File: src/rtl/epbuf_pkg.sv
package epbuf_pkg;

  localparam logic [7:0] OP_RDBUF   = 8'h30;
  localparam logic [7:0] OP_CLRBUF  = 8'h31;
  localparam logic [7:0] OP_ERRSTAT = 8'h32;

  typedef enum logic [1:0] {
    MD_IDLE = 2'd0,
    MD_SEL  = 2'd1,
    MD_BUF  = 2'd2,
    MD_ERR  = 2'd3
  } cmd_mode_e;

  function automatic logic [7:0] status_byte(input logic full, input logic err);
    return {6'b000000, err, full};
  endfunction

endpackage

File: src/rtl/epbuf_rx.sv
module epbuf_rx #(
  parameter int NUM_EP  = 4,
  parameter int MAX_PKT = 8,
  localparam int EPW = (NUM_EP > 1) ? $clog2(NUM_EP) : 1,
  localparam int IW  = $clog2(MAX_PKT + 2)
) (
  input  logic              clk,
  input  logic              rst_n,
  input  logic              rx_start,
  input  logic [EPW-1:0]    rx_ep,
  input  logic              rx_valid,
  input  logic [7:0]        rx_data,
  input  logic              rx_end,
  input  logic [NUM_EP-1:0] full_vec,
  output logic              wr_en,
  output logic [EPW-1:0]    cur_ep,
  output logic [IW-1:0]     wr_idx,
  output logic [7:0]        wr_byte,
  output logic              commit,
  output logic              oversize,
  output logic [IW-1:0]     pkt_len,
  output logic              hs_ack,
  output logic              hs_nack
);

  localparam logic [IW-1:0] CNT_MAX = IW'(MAX_PKT);
  localparam logic [IW-1:0] CNT_SAT = IW'(MAX_PKT + 1);

  logic          busy_q;
  logic          drop_q;
  logic [IW-1:0] cnt_q;
  logic          end_evt;

  function automatic logic [IW-1:0] cnt_step(input logic [IW-1:0] c);
    return (c == CNT_SAT) ? c : c + 1'b1;
  endfunction

  assign end_evt  = busy_q && rx_end;
  assign wr_en    = busy_q && rx_valid && !drop_q && (cnt_q < CNT_MAX);
  assign wr_idx   = cnt_q;
  assign wr_byte  = rx_data;
  assign commit   = end_evt && !drop_q && (cnt_q <= CNT_MAX);
  assign oversize = end_evt && !drop_q && (cnt_q > CNT_MAX);
  assign pkt_len  = cnt_q;

  always_ff @(posedge clk or negedge rst_n) begin
    if (!rst_n) begin
      busy_q  <= 1'b0;
      drop_q  <= 1'b0;
      cnt_q   <= '0;
      cur_ep  <= '0;
      hs_ack  <= 1'b0;
      hs_nack <= 1'b0;
    end else begin
      hs_ack  <= commit;
      hs_nack <= end_evt && drop_q;
      if (rx_start) begin
        busy_q <= 1'b1;
        cur_ep <= rx_ep;
        drop_q <= full_vec[rx_ep];
        cnt_q  <= '0;
      end else if (end_evt) begin
        busy_q <= 1'b0;
      end else if (busy_q && rx_valid) begin
        cnt_q <= cnt_step(cnt_q);
      end
    end
  end

endmodule

File: src/rtl/epbuf_store.sv
module epbuf_store #(
  parameter int NUM_EP  = 4,
  parameter int MAX_PKT = 8,
  localparam int EPW = (NUM_EP > 1) ? $clog2(NUM_EP) : 1,
  localparam int IW  = $clog2(MAX_PKT + 2),
  localparam int AW  = (MAX_PKT > 1) ? $clog2(MAX_PKT) : 1
) (
  input  logic              clk,
  input  logic              rst_n,
  input  logic              wr_en,
  input  logic [EPW-1:0]    wr_ep,
  input  logic [IW-1:0]     wr_idx,
  input  logic [7:0]        wr_byte,
  input  logic              commit,
  input  logic              oversize,
  input  logic [IW-1:0]     pkt_len,
  input  logic              clr,
  input  logic [EPW-1:0]    clr_ep,
  input  logic              err_clr,
  input  logic [EPW-1:0]    rd_ep,
  input  logic [IW-1:0]     rd_idx,
  output logic [NUM_EP-1:0] full_vec,
  output logic [NUM_EP-1:0] err_vec,
  output logic [7:0]        rd_byte
);

  logic [7:0]    mem_q [NUM_EP][MAX_PKT];
  logic [IW-1:0] len_q [NUM_EP];

  always_ff @(posedge clk) begin
    if (wr_en) mem_q[wr_ep][wr_idx[AW-1:0]] <= wr_byte;
  end

  for (genvar g = 0; g < NUM_EP; g++) begin : g_ep
    always_ff @(posedge clk or negedge rst_n) begin
      if (!rst_n) begin
        full_vec[g] <= 1'b0;
        len_q[g]    <= '0;
      end else if (commit && wr_ep == EPW'(g)) begin
        full_vec[g] <= 1'b1;
        len_q[g]    <= pkt_len;
      end else if (clr && clr_ep == EPW'(g)) begin
        full_vec[g] <= 1'b0;
        len_q[g]    <= '0;
      end
    end

    always_ff @(posedge clk or negedge rst_n) begin
      if (!rst_n)                             err_vec[g] <= 1'b0;
      else if (oversize && wr_ep == EPW'(g))  err_vec[g] <= 1'b1;
      else if (err_clr)                       err_vec[g] <= 1'b0;
    end
  end

  logic [IW-1:0] sel_len;
  logic [IW-1:0] pay_idx;

  always_comb begin
    sel_len = len_q[rd_ep];
    pay_idx = rd_idx - 1'b1;
    if (rd_idx == '0)            rd_byte = 8'(sel_len);
    else if (rd_idx <= sel_len)  rd_byte = mem_q[rd_ep][pay_idx[AW-1:0]];
    else                         rd_byte = 8'h00;
  end

endmodule

File: src/rtl/epbuf_cmd.sv
module epbuf_cmd
  import epbuf_pkg::*;
#(
  parameter int NUM_EP  = 4,
  parameter int MAX_PKT = 8,
  localparam int EPW = (NUM_EP > 1) ? $clog2(NUM_EP) : 1,
  localparam int IW  = $clog2(MAX_PKT + 2)
) (
  input  logic              clk,
  input  logic              rst_n,
  input  logic              cmd_stb,
  input  logic [7:0]        cmd_op,
  input  logic              rd_stb,
  input  logic [NUM_EP-1:0] full_vec,
  input  logic [NUM_EP-1:0] err_vec,
  input  logic [7:0]        buf_byte,
  output logic [7:0]        rd_data,
  output logic [EPW-1:0]    sel_ep,
  output logic [IW-1:0]     ptr,
  output logic              clr,
  output logic              err_clr,
  output logic              sel_hit,
  output logic              mode_buf
);

  localparam logic [IW-1:0] PTR_LIM = IW'(MAX_PKT + 1);

  cmd_mode_e  mode_q;
  logic       rd_go;
  logic [7:0] err_byte;

  function automatic logic [IW-1:0] ptr_step(input logic [IW-1:0] p);
    return (p == PTR_LIM) ? p : p + 1'b1;
  endfunction

  assign sel_hit  = cmd_stb && (cmd_op < 8'(NUM_EP));
  assign clr      = cmd_stb && (cmd_op == OP_CLRBUF);
  assign rd_go    = rd_stb && !cmd_stb;
  assign err_clr  = rd_go && (mode_q == MD_ERR);
  assign mode_buf = (mode_q == MD_BUF);

  always_comb begin
    err_byte = 8'h00;
    err_byte[NUM_EP-1:0] = err_vec;
  end

  always_ff @(posedge clk or negedge rst_n) begin
    if (!rst_n) begin
      mode_q  <= MD_IDLE;
      sel_ep  <= '0;
      ptr     <= '0;
      rd_data <= 8'h00;
    end else if (cmd_stb) begin
      if (sel_hit) begin
        sel_ep <= cmd_op[EPW-1:0];
        ptr    <= '0;
        mode_q <= MD_SEL;
      end else if (cmd_op == OP_RDBUF) begin
        mode_q <= MD_BUF;
      end else if (cmd_op == OP_CLRBUF) begin
        ptr    <= '0;
        mode_q <= MD_IDLE;
      end else if (cmd_op == OP_ERRSTAT) begin
        mode_q <= MD_ERR;
      end
    end else if (rd_go) begin
      unique case (mode_q)
        MD_SEL:  rd_data <= status_byte(full_vec[sel_ep], err_vec[sel_ep]);
        MD_BUF: begin
          rd_data <= buf_byte;
          ptr     <= ptr_step(ptr);
        end
        MD_ERR:  rd_data <= err_byte;
        default: rd_data <= 8'h00;
      endcase
    end
  end

endmodule

File: src/rtl/usb_epbuf_ctrl.sv
module usb_epbuf_ctrl #(
  parameter int NUM_EP  = 4,
  parameter int MAX_PKT = 8,
  localparam int EPW = (NUM_EP > 1) ? $clog2(NUM_EP) : 1,
  localparam int IW  = $clog2(MAX_PKT + 2)
) (
  input  logic           clk,
  input  logic           rst_n,
  input  logic           rx_start,
  input  logic [EPW-1:0] rx_ep,
  input  logic           rx_valid,
  input  logic [7:0]     rx_data,
  input  logic           rx_end,
  output logic           hs_ack,
  output logic           hs_nack,
  input  logic           cmd_stb,
  input  logic [7:0]     cmd_op,
  input  logic           rd_stb,
  output logic [7:0]     rd_data
);

  logic              wr_en;
  logic [EPW-1:0]    cur_ep;
  logic [IW-1:0]     wr_idx;
  logic [7:0]        wr_byte;
  logic              commit;
  logic              oversize;
  logic [IW-1:0]     pkt_len;
  logic [NUM_EP-1:0] full_vec;
  logic [NUM_EP-1:0] err_vec;
  logic [EPW-1:0]    sel_ep;
  logic [IW-1:0]     ptr;
  logic              clr;
  logic              err_clr;
  logic              sel_hit;
  logic              mode_buf;
  logic [7:0]        buf_byte;

  epbuf_rx #(.NUM_EP(NUM_EP), .MAX_PKT(MAX_PKT)) rx_i (
    .clk(clk), .rst_n(rst_n),
    .rx_start(rx_start), .rx_ep(rx_ep), .rx_valid(rx_valid),
    .rx_data(rx_data), .rx_end(rx_end), .full_vec(full_vec),
    .wr_en(wr_en), .cur_ep(cur_ep), .wr_idx(wr_idx), .wr_byte(wr_byte),
    .commit(commit), .oversize(oversize), .pkt_len(pkt_len),
    .hs_ack(hs_ack), .hs_nack(hs_nack)
  );

  epbuf_store #(.NUM_EP(NUM_EP), .MAX_PKT(MAX_PKT)) store_i (
    .clk(clk), .rst_n(rst_n),
    .wr_en(wr_en), .wr_ep(cur_ep), .wr_idx(wr_idx), .wr_byte(wr_byte),
    .commit(commit), .oversize(oversize), .pkt_len(pkt_len),
    .clr(clr), .clr_ep(sel_ep), .err_clr(err_clr),
    .rd_ep(sel_ep), .rd_idx(ptr),
    .full_vec(full_vec), .err_vec(err_vec), .rd_byte(buf_byte)
  );

  epbuf_cmd #(.NUM_EP(NUM_EP), .MAX_PKT(MAX_PKT)) cmd_i (
    .clk(clk), .rst_n(rst_n),
    .cmd_stb(cmd_stb), .cmd_op(cmd_op), .rd_stb(rd_stb),
    .full_vec(full_vec), .err_vec(err_vec), .buf_byte(buf_byte),
    .rd_data(rd_data), .sel_ep(sel_ep), .ptr(ptr), .clr(clr),
    .err_clr(err_clr), .sel_hit(sel_hit), .mode_buf(mode_buf)
  );

endmodule

File: config.mk
export PLATFORM = sky130hd
export DESIGN_NAME = usb_epbuf_ctrl
export DESIGN_NICKNAME = d
export VERILOG_FILES = /design/src/rtl/epbuf_pkg.sv /design/src/rtl/epbuf_rx.sv /design/src/rtl/epbuf_store.sv /design/src/rtl/epbuf_cmd.sv /design/src/rtl/usb_epbuf_ctrl.sv
export SDC_FILE = /design/constraint.sdc
export NUM_CORES = 1
export LEC_CHECK = 0
export BUFFER_PORTS_ARGS = -buffer_cell sky130_fd_sc_hd__buf_2
export CORE_MARGIN = 2
export CORE_UTILIZATION = 62
export DETAILED_ROUTE_END_ITERATION = 16
export PLACE_DENSITY = 0.77
export SLEW_MARGIN = 40
export SYNTH_ARGS = -nofsm -noshare
export SYNTH_HDL_FRONTEND = slang
export SYNTH_HIERARCHICAL = 1
export SYNTH_SLANG_ARGS = --single-unit
File: constraint.sdc
create_clock -name clk -period 3.64 [get_ports clk]
set_input_delay 0 -clock clk [delete_from_list [all_inputs] [get_ports clk]]
set_output_delay 0 -clock clk [all_outputs]
set_load 0.01 [all_outputs]
==> impl_metrics.tcl <==
set metrics [dict create \
    root_buffer "clkbuf_16" \
    gp_congestion 0.864 \
    path_cells "mux2_2 -> o21ai_0 -> ha_1 -> and4_1 -> a21oi_1 -> nor2_1 -> a211o_1 -> mux2i_1 -> o21ai_0" \
    avgViaCountPerCell 6.49 \
    power_density_nw_per_um2 654 \
    drive_gt1_share_pct 24.0 \
    grt_max_degree 51 \
    clkTransAtPathRegs_ps 60 \
    numCtsBuffers 30 \
    worstPathArrival_ps 3420 \
    maxCapViolCount 0 \
    drc 0 \
    clk_latency_ps 550 \
    rsz0062_at_grt "no" \
    drtIter0Drc 584 \
    ant_nets 0 \
    post_drt_wl_per_cell_um 25.3 \
    synth_cells 736 \
    slowest_delay_ps 600 \
    antenna_found_initial 0 \
    post-dp-hpwl_mm 17.6 \
    synth_nets 771 \
    cp.required_ps 4060 \
    core-area_um2 20200 \
    vdd_drop_max_uv 451 \
    cp_common_cell "o21ai_0" \
    cts_tree "done" \
    n_fill_cell 1232 \
    rows 52 \
    slowest_stage "dfrtp_2" \
    synth_area_um2 12800 \
    grt_pass1_wl_mm 42.8 \
    setup.worst_path.end_class "flop" \
    htreeDepth 1 \
    routed_wl_mm 27.9 \
    ios 35 \
    rr_worst_depth 9 \
    avgSynthCellArea_um2 17.4 \
    clock.fmax_mhz 334 \
    leakage_nw 5.04 \
    diodes 0 \
    crit_type "flop to flop" \
    timing_hold_violations_final 0 \
    dr_total_vias 7157 \
    portBuffers 34 \
    min_path_type "input port to asynchronous set/reset pin" \
    final.period_utilization_pct 82.4 \
    period_needed_ps 3000 \
    power_w 0.00952 \
    yosys_warnings 6 \
    start_kind "flop" \
    initial_core_util_pct 63.3 \
    fp.dieW_um 148 \
    place_ws_ps 767 \
    tns_ps 0 \
    cts_setup_buffers 0 \
    cp_max_fo 16 \
    die_height_um 148 \
    final.setup_skew_ps 10.8 \
    grt_pass1_vias 7301 \
    grt_overflow_total 0 \
    timing.slew.headroom_pct 42.4 \
    nets 843 \
    area_delta_synth_final_pct 13.7 \
    timing.final.max_slew_violations 0 \
    dr.pass1.iters 7 \
    setup_viol 0 \
    clock-sinks 306 \
    worst_pin_slew_ps 860 \
    die_area_um2 21800 \
    cts.repair.resized 0 \
    clk_path_buf_depth 3 \
    worst_slack_ps 642 \
    grtUsageTotal_pct 26.4 \
    outcome "finished clean" \
]
layer usage:
layer  share of wire, %  track usage [%]
met3                6.3             3.58
met4                2.7             7.50
met1                 40             36.1
met2                 51             45.3
met5                  0                0
layout make-up:
| cell class | instances | area (µm²) | share of cell area, % |
|---|---|---|---|
| clock buffers | 34 | 787 | 5.41 |
| clock inverters | 22 | 233 | 1.60 |
| inverters | 15 | 56.3 | 0.387 |
| multi-input cells | 373 | 3570 | 24.5 |
| flip-flops and latches | 306 | 8940 | 61.4 |
| well taps | 270 | 338 | 2.32 |
| repair buffers | 82 | 633 | 4.35 |
stage by stage:
stage	hold WS (ps)	cell area, µm²	utilization (%)	instances
2_1_floorplan	-296	12800	-	736
3_3_place_gp	244	13200	65.3	1016
3_5_place_dp	60.6	13200	65.3	1016
4_1_cts	14.2	14500	71.9	1102
5_1_grt	41.2	14600	72.0	1102
6_report	18.3	14600	72.0	1102
sequential cells by signal, summed over array words and instances (netlist names):
name and cells:
cmd_i/mode_q 2, cmd_i/ptr 4, cmd_i/rd_data 8, cmd_i/sel_ep 2
rx_i/busy_q 1, rx_i/cur_ep 2, rx_i/drop_q 1, rx_i/hs_ack 1
rx_i/hs_nack 1, rx_i/pkt_len 4, store_i/err_vec 4, store_i/full_vec 4
store_i/len_q 16, store_i/mem_q 256
path summary, 6_finish.rpt:
check	startpoint	endpoint	slack, ps
setup / recovery	cmd_i/sel_ep[1]	cmd_i/rd_data[3]	640
hold / removal	rst_n	rx_i/busy_q	20
setup reg to reg	cmd_i/sel_ep[1]	cmd_i/rd_data[3]	640
hold reg to reg	store_i/len_q[4]	store_i/len_q[4]	510
max in group asynchronous	rst_n	cmd_i/sel_ep[0]	3140
min in group clk	rx_data[3]	store_i/mem_q[3][59]	20
power breakdown:
part / total [W] / internal (W) / switching (W)
Sequential: 0.00408 / 0.00394 / 0.000149
Clock: 0.00315 / 0.00190 / 0.00125
Combinational: 0.00229 / 0.00103 / 0.00126
cell usage in the layout (no fill, tap or decap), drive strengths merged, types with 2 or more instances in the layout:
cell type / n
clkinv: 15
nand2b: 7
dlygate4sd3: 30
nand2: 30
edfxtp: 256
dfrtp: 50
ha: 10
a211oi: 7
a21oi: 14
a2111oi: 4
or2: 5
nand4b: 2
nor3: 3
and3: 4
o211ai: 3
xnor2: 3
and4: 2
inv: 15
clkbuf: 34
nor2: 60
a21o: 4
buf: 52
clkinvlp: 2
nor2b: 15
mux2i: 28
bufinv: 5
a22o: 21
mux4: 59
nand3: 10
mux2: 28
a221o: 4
a211o: 4
nand3b: 4
o22ai: 16
nand4: 2
o21ai: 10
worst max-delay path: cells and delay by family, from the launching register on:
| kind | cells | cell delay, ps |
|---|---|---|
| AOI/OAI and AO/OA | 4 | 1040 |
| DFF | 1 | 600 |
| muxes | 2 | 530 |
| and+or+nand+nor | 2 | 400 |
| adders and majority gates | 1 | 310 |
repair_timing:
action | 4_1_cts | 5_1_grt
setup endpoints to repair | 0 | 0
hold buffers | 30 | 0
hold endpoints to repair | 204 | 0
Power figures use the tool's default switching activity.
